### src/rtl/eye_cal_pkg.sv
package eye_cal_pkg;
  typedef enum logic [2:0] {
    ST_IDLE,
    ST_LANE_RST,
    ST_JUDGE,
    ST_SWEEP_STEP,
    ST_RECENTER,
    ST_SEEK,
    ST_NEXT,
    ST_DONE
  } cal_state_e;
endpackage

### src/rtl/eye_cal_tap_judge.sv
module eye_cal_tap_judge #(
  parameter int WORD_W  = 8,
  parameter int SETTLE  = 4,
  parameter int MATCH_N = 4
) (
  input  logic              clk_i,
  input  logic              rst_ni,
  input  logic              go_i,
  input  logic [WORD_W-1:0] word_i,
  input  logic [WORD_W-1:0] pattern_i,
  output logic              done_o,
  output logic              pass_o
);
  localparam int CMAX  = (SETTLE > MATCH_N) ? SETTLE : MATCH_N;
  localparam int CNT_W = $clog2(CMAX + 1);

  logic             active_q, cmp_q, ok_q;
  logic [CNT_W-1:0] cnt_q;
  logic             ok_n;

  assign ok_n = ok_q & (word_i == pattern_i);

  always_ff @(posedge clk_i or negedge rst_ni) begin
    if (!rst_ni) begin
      active_q <= 1'b0;
      cmp_q    <= 1'b0;
      ok_q     <= 1'b0;
      cnt_q    <= '0;
      done_o   <= 1'b0;
      pass_o   <= 1'b0;
    end else begin
      done_o <= 1'b0;
      if (go_i) begin
        active_q <= 1'b1;
        cmp_q    <= 1'b0;
        ok_q     <= 1'b1;
        cnt_q    <= '0;
      end else if (active_q) begin
        if (!cmp_q) begin
          // settle: let the new tap reach the parallel word
          if (cnt_q == CNT_W'(SETTLE - 1)) begin
            cmp_q <= 1'b1;
            cnt_q <= '0;
          end else begin
            cnt_q <= cnt_q + 1'b1;
          end
        end else begin
          ok_q <= ok_n;
          if (cnt_q == CNT_W'(MATCH_N - 1)) begin
            active_q <= 1'b0;
            done_o   <= 1'b1;
            pass_o   <= ok_n;
          end else begin
            cnt_q <= cnt_q + 1'b1;
          end
        end
      end
    end
  end
endmodule

### src/rtl/eye_cal_window.sv
module eye_cal_window #(
  parameter int TAP_W = 4
) (
  input  logic             clk_i,
  input  logic             rst_ni,
  input  logic             clr_i,
  input  logic             upd_i,
  input  logic             pass_i,
  input  logic [TAP_W-1:0] tap_i,
  output logic             found_o,
  output logic [TAP_W-1:0] mid_o
);
  logic [TAP_W-1:0] run_lo_q, best_lo_q, best_hi_q, cur_lo;
  logic [TAP_W:0]   run_len_q, best_len_q, cur_len, sum;

  assign cur_lo  = (run_len_q == '0) ? tap_i : run_lo_q;
  assign cur_len = run_len_q + 1'b1;
  assign sum     = {1'b0, best_lo_q} + {1'b0, best_hi_q};
  assign mid_o   = sum[TAP_W:1];
  assign found_o = (best_len_q != '0);

  always_ff @(posedge clk_i or negedge rst_ni) begin
    if (!rst_ni) begin
      run_lo_q   <= '0;
      run_len_q  <= '0;
      best_lo_q  <= '0;
      best_hi_q  <= '0;
      best_len_q <= '0;
    end else if (clr_i) begin
      run_lo_q   <= '0;
      run_len_q  <= '0;
      best_lo_q  <= '0;
      best_hi_q  <= '0;
      best_len_q <= '0;
    end else if (upd_i) begin
      if (pass_i) begin
        run_lo_q  <= cur_lo;
        run_len_q <= cur_len;
        // strict compare: earlier run kept on a tie
        if (cur_len > best_len_q) begin
          best_len_q <= cur_len;
          best_lo_q  <= cur_lo;
          best_hi_q  <= tap_i;
        end
      end else begin
        run_len_q <= '0;
      end
    end
  end
endmodule

### src/rtl/eye_cal_dly_drive.sv
module eye_cal_dly_drive #(
  parameter int NUM_LANES = 2,
  parameter int LANE_W    = 1
) (
  input  logic                 clk_i,
  input  logic                 rst_ni,
  input  logic [LANE_W-1:0]    lane_i,
  input  logic                 rst_req_i,
  input  logic                 step_req_i,
  output logic [NUM_LANES-1:0] dly_rst_o,
  output logic [NUM_LANES-1:0] dly_ce_o,
  output logic [NUM_LANES-1:0] dly_inc_o
);
  for (genvar g = 0; g < NUM_LANES; g++) begin : g_lane
    logic sel;
    assign sel = (lane_i == LANE_W'(g));
    always_ff @(posedge clk_i or negedge rst_ni) begin
      if (!rst_ni) begin
        dly_rst_o[g] <= 1'b0;
        dly_ce_o[g]  <= 1'b0;
        dly_inc_o[g] <= 1'b0;
      end else begin
        dly_rst_o[g] <= sel & rst_req_i;
        dly_ce_o[g]  <= sel & step_req_i;
        dly_inc_o[g] <= sel & step_req_i;
      end
    end
  end
endmodule

### src/rtl/eye_cal_seq.sv
module eye_cal_seq
  import eye_cal_pkg::*;
#(
  parameter int  NUM_LANES = 2,
  parameter int  WORD_W    = 8,
  parameter int  TAP_MAX   = 15,
  parameter int  SETTLE    = 4,
  parameter int  MATCH_N   = 4,
  localparam int TAP_W     = $clog2(TAP_MAX + 1),
  localparam int LANE_W    = (NUM_LANES > 1) ? $clog2(NUM_LANES) : 1
) (
  input  logic                        clk_i,
  input  logic                        rst_ni,
  input  logic                        start_i,
  input  logic                        mode_fixed_i,
  input  logic [TAP_W-1:0]            fixed_steps_i,
  input  logic [WORD_W-1:0]           pattern_i,
  input  logic [NUM_LANES*WORD_W-1:0] rx_words_i,
  output logic [NUM_LANES-1:0]        dly_rst_o,
  output logic [NUM_LANES-1:0]        dly_ce_o,
  output logic [NUM_LANES-1:0]        dly_inc_o,
  output logic                        done_o,
  output logic [NUM_LANES-1:0]        cal_fail_o
);
  cal_state_e           state_q;
  logic [LANE_W-1:0]    lane_q;
  logic [TAP_W-1:0]     tap_q, seek_q, win_mid;
  logic [NUM_LANES-1:0] fail_q;
  logic                 rst_req, step_req, judge_go, judge_done, judge_pass;
  logic                 win_clr, win_upd, win_found;
  logic [WORD_W-1:0]    cur_word;

  assign cur_word   = rx_words_i[lane_q*WORD_W +: WORD_W];
  assign done_o     = (state_q == ST_DONE) && (fail_q == '0);
  assign cal_fail_o = (state_q == ST_DONE) ? fail_q : '0;

  always_comb begin
    rst_req  = 1'b0;
    step_req = 1'b0;
    judge_go = 1'b0;
    win_clr  = 1'b0;
    win_upd  = 1'b0;
    case (state_q)
      ST_LANE_RST: begin
        rst_req  = 1'b1;
        win_clr  = 1'b1;
        judge_go = !mode_fixed_i;
      end
      ST_JUDGE:      win_upd = judge_done;
      ST_SWEEP_STEP: begin
        step_req = 1'b1;
        judge_go = 1'b1;
      end
      ST_RECENTER:   rst_req = 1'b1;
      ST_SEEK:       step_req = (tap_q != seek_q);
      default: ;
    endcase
  end

  always_ff @(posedge clk_i or negedge rst_ni) begin
    if (!rst_ni) begin
      state_q <= ST_IDLE;
      lane_q  <= '0;
      tap_q   <= '0;
      seek_q  <= '0;
      fail_q  <= '0;
    end else begin
      case (state_q)
        ST_IDLE, ST_DONE: if (start_i) begin
          state_q <= ST_LANE_RST;
          lane_q  <= '0;
          fail_q  <= '0;
        end
        ST_LANE_RST: begin
          tap_q <= '0;
          if (mode_fixed_i) begin
            seek_q  <= (fixed_steps_i > TAP_W'(TAP_MAX)) ? TAP_W'(TAP_MAX) : fixed_steps_i;
            state_q <= ST_SEEK;
          end else begin
            state_q <= ST_JUDGE;
          end
        end
        ST_JUDGE: if (judge_done) begin
          state_q <= (tap_q == TAP_W'(TAP_MAX)) ? ST_RECENTER : ST_SWEEP_STEP;
        end
        ST_SWEEP_STEP: begin
          tap_q   <= tap_q + 1'b1;
          state_q <= ST_JUDGE;
        end
        ST_RECENTER: begin
          // back to zero, then climb: no down-step ever needed
          tap_q   <= '0;
          seek_q  <= win_found ? win_mid : '0;
          if (!win_found) fail_q[lane_q] <= 1'b1;
          state_q <= ST_SEEK;
        end
        ST_SEEK: begin
          if (tap_q == seek_q) state_q <= ST_NEXT;
          else                 tap_q   <= tap_q + 1'b1;
        end
        ST_NEXT: begin
          if (lane_q == LANE_W'(NUM_LANES - 1)) begin
            state_q <= ST_DONE;
          end else begin
            lane_q  <= lane_q + 1'b1;
            state_q <= ST_LANE_RST;
          end
        end
        default: state_q <= ST_IDLE;
      endcase
    end
  end

  eye_cal_tap_judge #(
    .WORD_W (WORD_W),
    .SETTLE (SETTLE),
    .MATCH_N(MATCH_N)
  ) u_judge (
    .clk_i    (clk_i),
    .rst_ni   (rst_ni),
    .go_i     (judge_go),
    .word_i   (cur_word),
    .pattern_i(pattern_i),
    .done_o   (judge_done),
    .pass_o   (judge_pass)
  );

  eye_cal_window #(
    .TAP_W(TAP_W)
  ) u_window (
    .clk_i  (clk_i),
    .rst_ni (rst_ni),
    .clr_i  (win_clr),
    .upd_i  (win_upd),
    .pass_i (judge_pass),
    .tap_i  (tap_q),
    .found_o(win_found),
    .mid_o  (win_mid)
  );

  eye_cal_dly_drive #(
    .NUM_LANES(NUM_LANES),
    .LANE_W   (LANE_W)
  ) u_drive (
    .clk_i     (clk_i),
    .rst_ni    (rst_ni),
    .lane_i    (lane_q),
    .rst_req_i (rst_req),
    .step_req_i(step_req),
    .dly_rst_o (dly_rst_o),
    .dly_ce_o  (dly_ce_o),
    .dly_inc_o (dly_inc_o)
  );
endmodule

### config.mk
export PLATFORM = sky130hd
export DESIGN_NAME = eye_cal_seq
export DESIGN_NICKNAME = d
export VERILOG_FILES = /design/src/rtl/eye_cal_pkg.sv /design/src/rtl/eye_cal_tap_judge.sv /design/src/rtl/eye_cal_window.sv /design/src/rtl/eye_cal_dly_drive.sv /design/src/rtl/eye_cal_seq.sv
export SDC_FILE = /design/constraint.sdc
export NUM_CORES = 1
export LEC_CHECK = 0
export ABC_AREA = 1
export CAP_MARGIN = 10
export CORE_MARGIN = 2
export CORE_UTILIZATION = 50
export DETAILED_ROUTE_END_ITERATION = 10
export PLACE_DENSITY = 0.88
export SYNTH_ARGS = -nofsm -noshare
export SYNTH_HDL_FRONTEND = slang
export SYNTH_SLANG_ARGS = --single-unit
### constraint.sdc
create_clock -name clk_i -period 2.4 [get_ports clk_i]
set_clock_uncertainty 0.2 [all_clocks]
set_input_delay 0.6 -clock clk_i [delete_from_list [all_inputs] [get_ports clk_i]]
set_output_delay 0.6 -clock clk_i [all_outputs]
set_load 0.01 [all_outputs]
; After elaboration in Yosys (flattened, before gate mapping)
; Cells that the tools add are included.
[op_classes]
n_bitwise = 8
add_sub_neg = 5
shifts = 1
n_eq_ne = 19
n_reduce_logical = 28
n_lt_le_gt_ge = 4
mux = 65
[op_table]
columns = op, n
row1 = $mux 4, 16
row2 = $mux 5, 7
row3 = $mux 3, 11
row4 = $pmux 3 s7, 1
row5 = $mux 1, 20
row6 = $reduce_bool 2->1, 8
row7 = $shiftx 16x5->8, 1
row8 = $eq 3x3->1 const B, 4
row9 = $pmux 4 s3, 1
row10 = $reduce_and 2->1, 6
row11 = $ne 2x2->1 const B, 5
row12 = $eq 3x2->1 const B, 3
row13 = $reduce_and 3->1, 3
row14 = $eq 8x8->1, 1
row15 = $pmux 4 s2, 1
row16 = $mux 2, 3
row17 = $pmux 1 s2, 3
row18 = $add 4x4->5, 1
row19 = $add 5x1->5 const B, 1
row20 = $and 1x1->1, 5
row21 = $gt 5x5->1, 1
row22 = $logic_not 5->1, 1
row23 = $reduce_bool 5->1, 1
row24 = $add 4x1->4 const B, 1
row25 = other kinds (22), 25
[word_totals]
regBits = 48
out_inout_bits = 9
word_cells = 150
input_bits = 32

; Longest topological paths before layout
[logic_depth]
word_depth = 7
mapped_depth = 12
mapped_depth_nobuf = 12

; Modules after synthesis
; A second synthesis with hierarchy kept.
[unflattened]
cells_unflattened = 440
area_unflattened_um2 = 3264.4
[modules_own_cells]
columns = module, area_per_inst_um2, cells_each, seq_area_each_um2, n_inst
row1 = eye_cal_window, 1491.4, 178, 550.5, 1
row2 = eye_cal_seq, 1113.6, 175, 350.3, 1
row3 = eye_cal_tap_judge, 514.2, 73, 200.2, 1
row4 = eye_cal_dly_drive, 145.1, 14, 100.1, 1

; Least setup slack after synthesis
; OpenSTA, ideal clock, no wires.
[synth_timing]
path_type = register to register
start = register u_window.run_len_q[0]
end = register u_window.best_lo_q[1]
n_path_buf = 1
path_stages_with_launch = 13
setup_slack_ns = 0.145
arrival_time_ns = 1.990
setup_time_ns = 0.065
period_less_slack_ns = 2.255
cell_sequence = dfrtp_1 -> ha_1 -> nand3_1 -> xor2_1 -> ha_1 -> nand2_1 -> inv_1 -> o21ai_0 -> nand3_1 -> nand2_4 -> buf_6 -> nand3_1 -> nand2_1
[synth_between]
elab_chain_cells = 6
word_cells_on_any_way = 10
cone_classes = 1 x add/sub / 1 x order compare / 5 x mux / 3 x reduce/logical
[synth_rtl]
columns = item, line_no
row1 = from (decl), eye_cal_window.sv:14  ; logic [TAP_W:0] run_len_q, best_len_q, cur_len, sum;
row2 = from (signal assigned), eye_cal_window.sv:38  ; run_len_q <= cur_len;
row3 = "parallel branches: the longest is 6 deep, another holds $add 5x1->5", --
row4 = to (signal assigned), eye_cal_window.sv:42  ; best_lo_q <= cur_lo;
row5 = to (decl), eye_cal_window.sv:13  ; logic [TAP_W-1:0] run_lo_q, best_lo_q, best_hi_q, cur_lo;
; Parallel ways; which one is timed is not known. The select of a mux whose other input is x is not followed.
; A chain may end at the register's enable or synchronous reset.

; Worst setup path in the final report
[layout_timing]
start = register u_window.run_len_q[1]
end = register u_window.best_hi_q[3]
[layout_between]
elab_chain_cells = 4
[layout_rtl]
columns = item, line_no
row1 = $add 5x1->5, eye_cal_window.sv:17  ; assign cur_len = run_len_q + 1'b1;
row2 = $gt 5x5->1, eye_cal_window.sv:40  ; if (cur_len > best_len_q) begin
row3 = $reduce_bool 2->1 (no source line), --
row4 = $reduce_and 3->1 (no source line), --
row5 = to (signal assigned), eye_cal_window.sv:43  ; best_hi_q <= tap_i;
row6 = to (decl), eye_cal_window.sv:13
; Every way passes these cells.

==> impl_results.md <==
- Status: completed
- Most frequent cells in the layout: nand2_1 (131), inv_1 (57), nand3_1 (52), dfrtp_1 (48)
- Power per cell area: around 870 nW/um^2
- Die W: 82.32 um
- Hold Path Class: input port to asynchronous set/reset pin
- Sequential share of power: roughly a third
- Hold Worst Slack: around 80 ps
- Inst Count DP: approximately 550
- First-pass GRT wire length: 12,360 um
- Final period util: 95.71%
- Initial detailed-routing violation count: 205
- Clk Latency, worst-skew pair: 310 ps
- Post-DP HPWL: ~5600 um
- Seq. cell area: between 1000 and 1500 sq um
- Non-Filler Instances: approximately 560
- Initial antenna violation count: 0
- Rel. slew slack: 60.78%
- IO Port Bufs: 40
- Fmax: between 400 and 500 MHz
- Max-cap violation count: 0
- CTS Sinks: 48
- Cell variety after synth: 27
- Register area share after synthesis: between 30% and 40%
- Drt wl/cell: about 13 um
- Setup slack after placement: 41.32 ps
- Critical path, cell by cell: ha_4 -> nand3_2 -> xor2_2 -> ha_1 -> nand2_2 -> inv_1 -> nand4_1 -> nand3_1 -> nand2_4 -> buf_12 -> inv_2 -> nand2_1 -> nand2_1
- Max stage delay cell, worst path: dfrtp_1
- CTS max path bufs: 2
- Die Ht: ~80 um
- Synth Register Bits: 48
- Post-layout min period: around 2300 ps
- Largest net degree at the start of global routing: 26
- Max incr delay on CP: about 430 ps
- Worst Tran Pin Value: a little under 600 ps
- Overall routing resource usage: about a quarter
- Root Driver: clkbuf_8
- Fraction of layout cells with a size suffix above 1: slightly below 9%
- Crit path top cell by count: nand2_1
- Sw Share: a little over two fifths
- Pint: 1.869 mW
- Syn_area_per_cell: around 7.1 sq um
- N_diodes: 0
- Post-CTS Hold Buffers: 0
- Synth warn: 0
- Syn Nets: 477
- Commonest non-fill, non-tap cell in the layout: nand2_1
- Switching power: approximately 1.4 mW
- Num CTS Buffers: 5
- Power after layout: 3.291 mW
- Filler instances: roughly 480
- Final core utilization: ~64%
- Starting Density: 51.80%
- P&R area growth vs syn: 23.26%
- Final number of setup-violating endpoints: 0
- Routed Antenna Nets: 0
- Critical path class: flop to flop
- Number of global-route vias before repair: 2,924
- Drt via density: roughly 5.4
- I/O Pins: 41
- Post-Synthesis Cells: around 430
- Total negative slack: 0 ps
- Comb power frac: about 46%
- Setup crit start kind: flop
- Multi-input logic area: 1617 sq um
- Clk pwr share: 19.1%
- Nets: between 500 and 600
- Mapped Area: a little over 3000 sq um
- Core Box Area: ~5900 sq um
- # DRC: 0
- Gpl congestion: approximately 0.95
- Final WL: 7377 um
- Vias: between 3,000 and 4,000
- Critical Path Sink Type: flop
- FP Rows: 28
- Leakage: about 2.0 nW
- Die Area: about 6800 sq um
- DRT Pass-1 Iters: 6
- Grt total ovfl: 0
- Slew Viols, Final: 0
- CP Max Fanout: 7
- CTS tree: yes
- Final worst slack: about 100 ps
- # H-tree levels: 2
- Required @ worst endpoint: roughly 2500 ps
- Design Area, Final: around 3800 sq um
- Worst vdd ir: roughly 0.51 mV
- Final Hold Viols: 0
- Clock-pin slew on the worst setup and hold paths: ~90 ps
- Crit path DAT: ~2400 ps
- Cell Area, Placed: approximately 3600 sq um
[critical path, delay by kind of cell, from the launching register on]
family | cells | cell delay [ps]
buf+inv | 3 | 300
fa+ha+maj | 2 | 490
xor+xnor | 1 | 170
flops | 1 | 430
simple gates | 7 | 650
[cells by family (layout without fill, tap and decap cells)]
group / after synthesis / count (layout) / share of synthesized area [%]
simple gates: 245 / 245 / 35.29
buf+inv: 71 / 122 / 9.751
flops: 48 / 48 / 39.17
compound gates: 45 / 45 / 7.385
fa+ha+maj: 13 / 13 / 5.549
xor+xnor: 10 / 10 / 2.856
[power by group through the flow]
stage / Clock (mW) / Sequential [mW] / Combinational (mW)
after global placement: 0 / 1.14 / 1.42
after floorplan: 0 / 1.13 / 1.07
final: 0.628 / 1.14 / 1.53
after global routing: 0.678 / 1.15 / 1.72
after detailed placement: 0 / 1.15 / 1.50
after CTS: 0.629 / 1.13 / 1.52
[layer usage]
| metal | share of wire, % | track usage [%] |
|---|---|---|
| met1 | 38 | 27.30 |
| met2 | 53 | 42.66 |
| met3 | 6.0 | 5.217 |
| met4 | 2.3 | 10.33 |
| met5 | 0 | 0 |
[sequential cells by signal, summed over array words and instances (netlist names)]
register	flops
u_judge.active_q	1
u_judge.pass_o	1
u_window.run_lo_q	4
u_window.run_len_q	5
state_q	3
u_judge.done_o	1
u_drive.dly_rst_o	2
u_window.best_lo_q	4
u_judge.cnt_q	3
u_window.best_hi_q	4
u_window.best_len_q	5
tap_q	4
u_drive.dly_ce_o	2
lane_q	1
fail_q	2
seek_q	4
u_judge.cmp_q	1
u_judge.ok_q	1
[area by class of cell]
type	count	share of cell area [%]
flip-flops and latches	48	31.78
multi-input cells	313	42.77
clock buffers	6	2.185
inverters	60	5.958
clock inverters	2	1.026
well taps	75	2.483
repair buffers	54	13.80
[cells in the mapped netlist (all sizes together)]
| cell | instances | share of area, % |
|---|---|---|
| inv | 60 | 7.3 |
| nand4 | 10 | 2.0 |
| nor3b | 1 | 0.24 |
| xnor2 | 2 | 0.57 |
| xor2 | 8 | 2.3 |
| a21oi | 16 | 2.6 |
| buf | 11 | 2.4 |
| o21ai | 28 | 4.6 |
| nand3 | 56 | 9.9 |
| a31oi | 1 | 0.20 |
| fa | 1 | 0.65 |
| nand3b | 2 | 0.49 |
| nor3 | 3 | 0.65 |
| nand2 | 134 | 17 |
| nor2 | 39 | 5.3 |
| dfrtp | 48 | 39 |
| ha | 12 | 4.9 |
[path summary, 6_finish.rpt]
kind	startpoint	endpoint	slack, ps	cells past startpoint
max in group asynchronous	rst_ni	tap_q[3]	1390	2
hold / removal	rst_ni	u_window.run_len_q[4]	80	1
hold reg to reg	u_window.best_len_q[1]	u_window.best_len_q[1]	320	2
setup / recovery	u_window.run_len_q[1]	u_window.best_hi_q[3]	100	13
min in group clk_i	u_window.best_len_q[1]	u_window.best_len_q[1]	320	2
setup reg to reg	u_window.run_len_q[1]	u_window.best_hi_q[3]	100	13
[what timing repair did]
item | in CTS | in global routing
endpoints found under the setup margin | 3 | 11
pin swaps | 0 | 4
buffers inserted | 0 | 5
resized for setup | 4 | 10
hold endpoints to repair | 0 | 0
(Power assumes the default switching activity.)
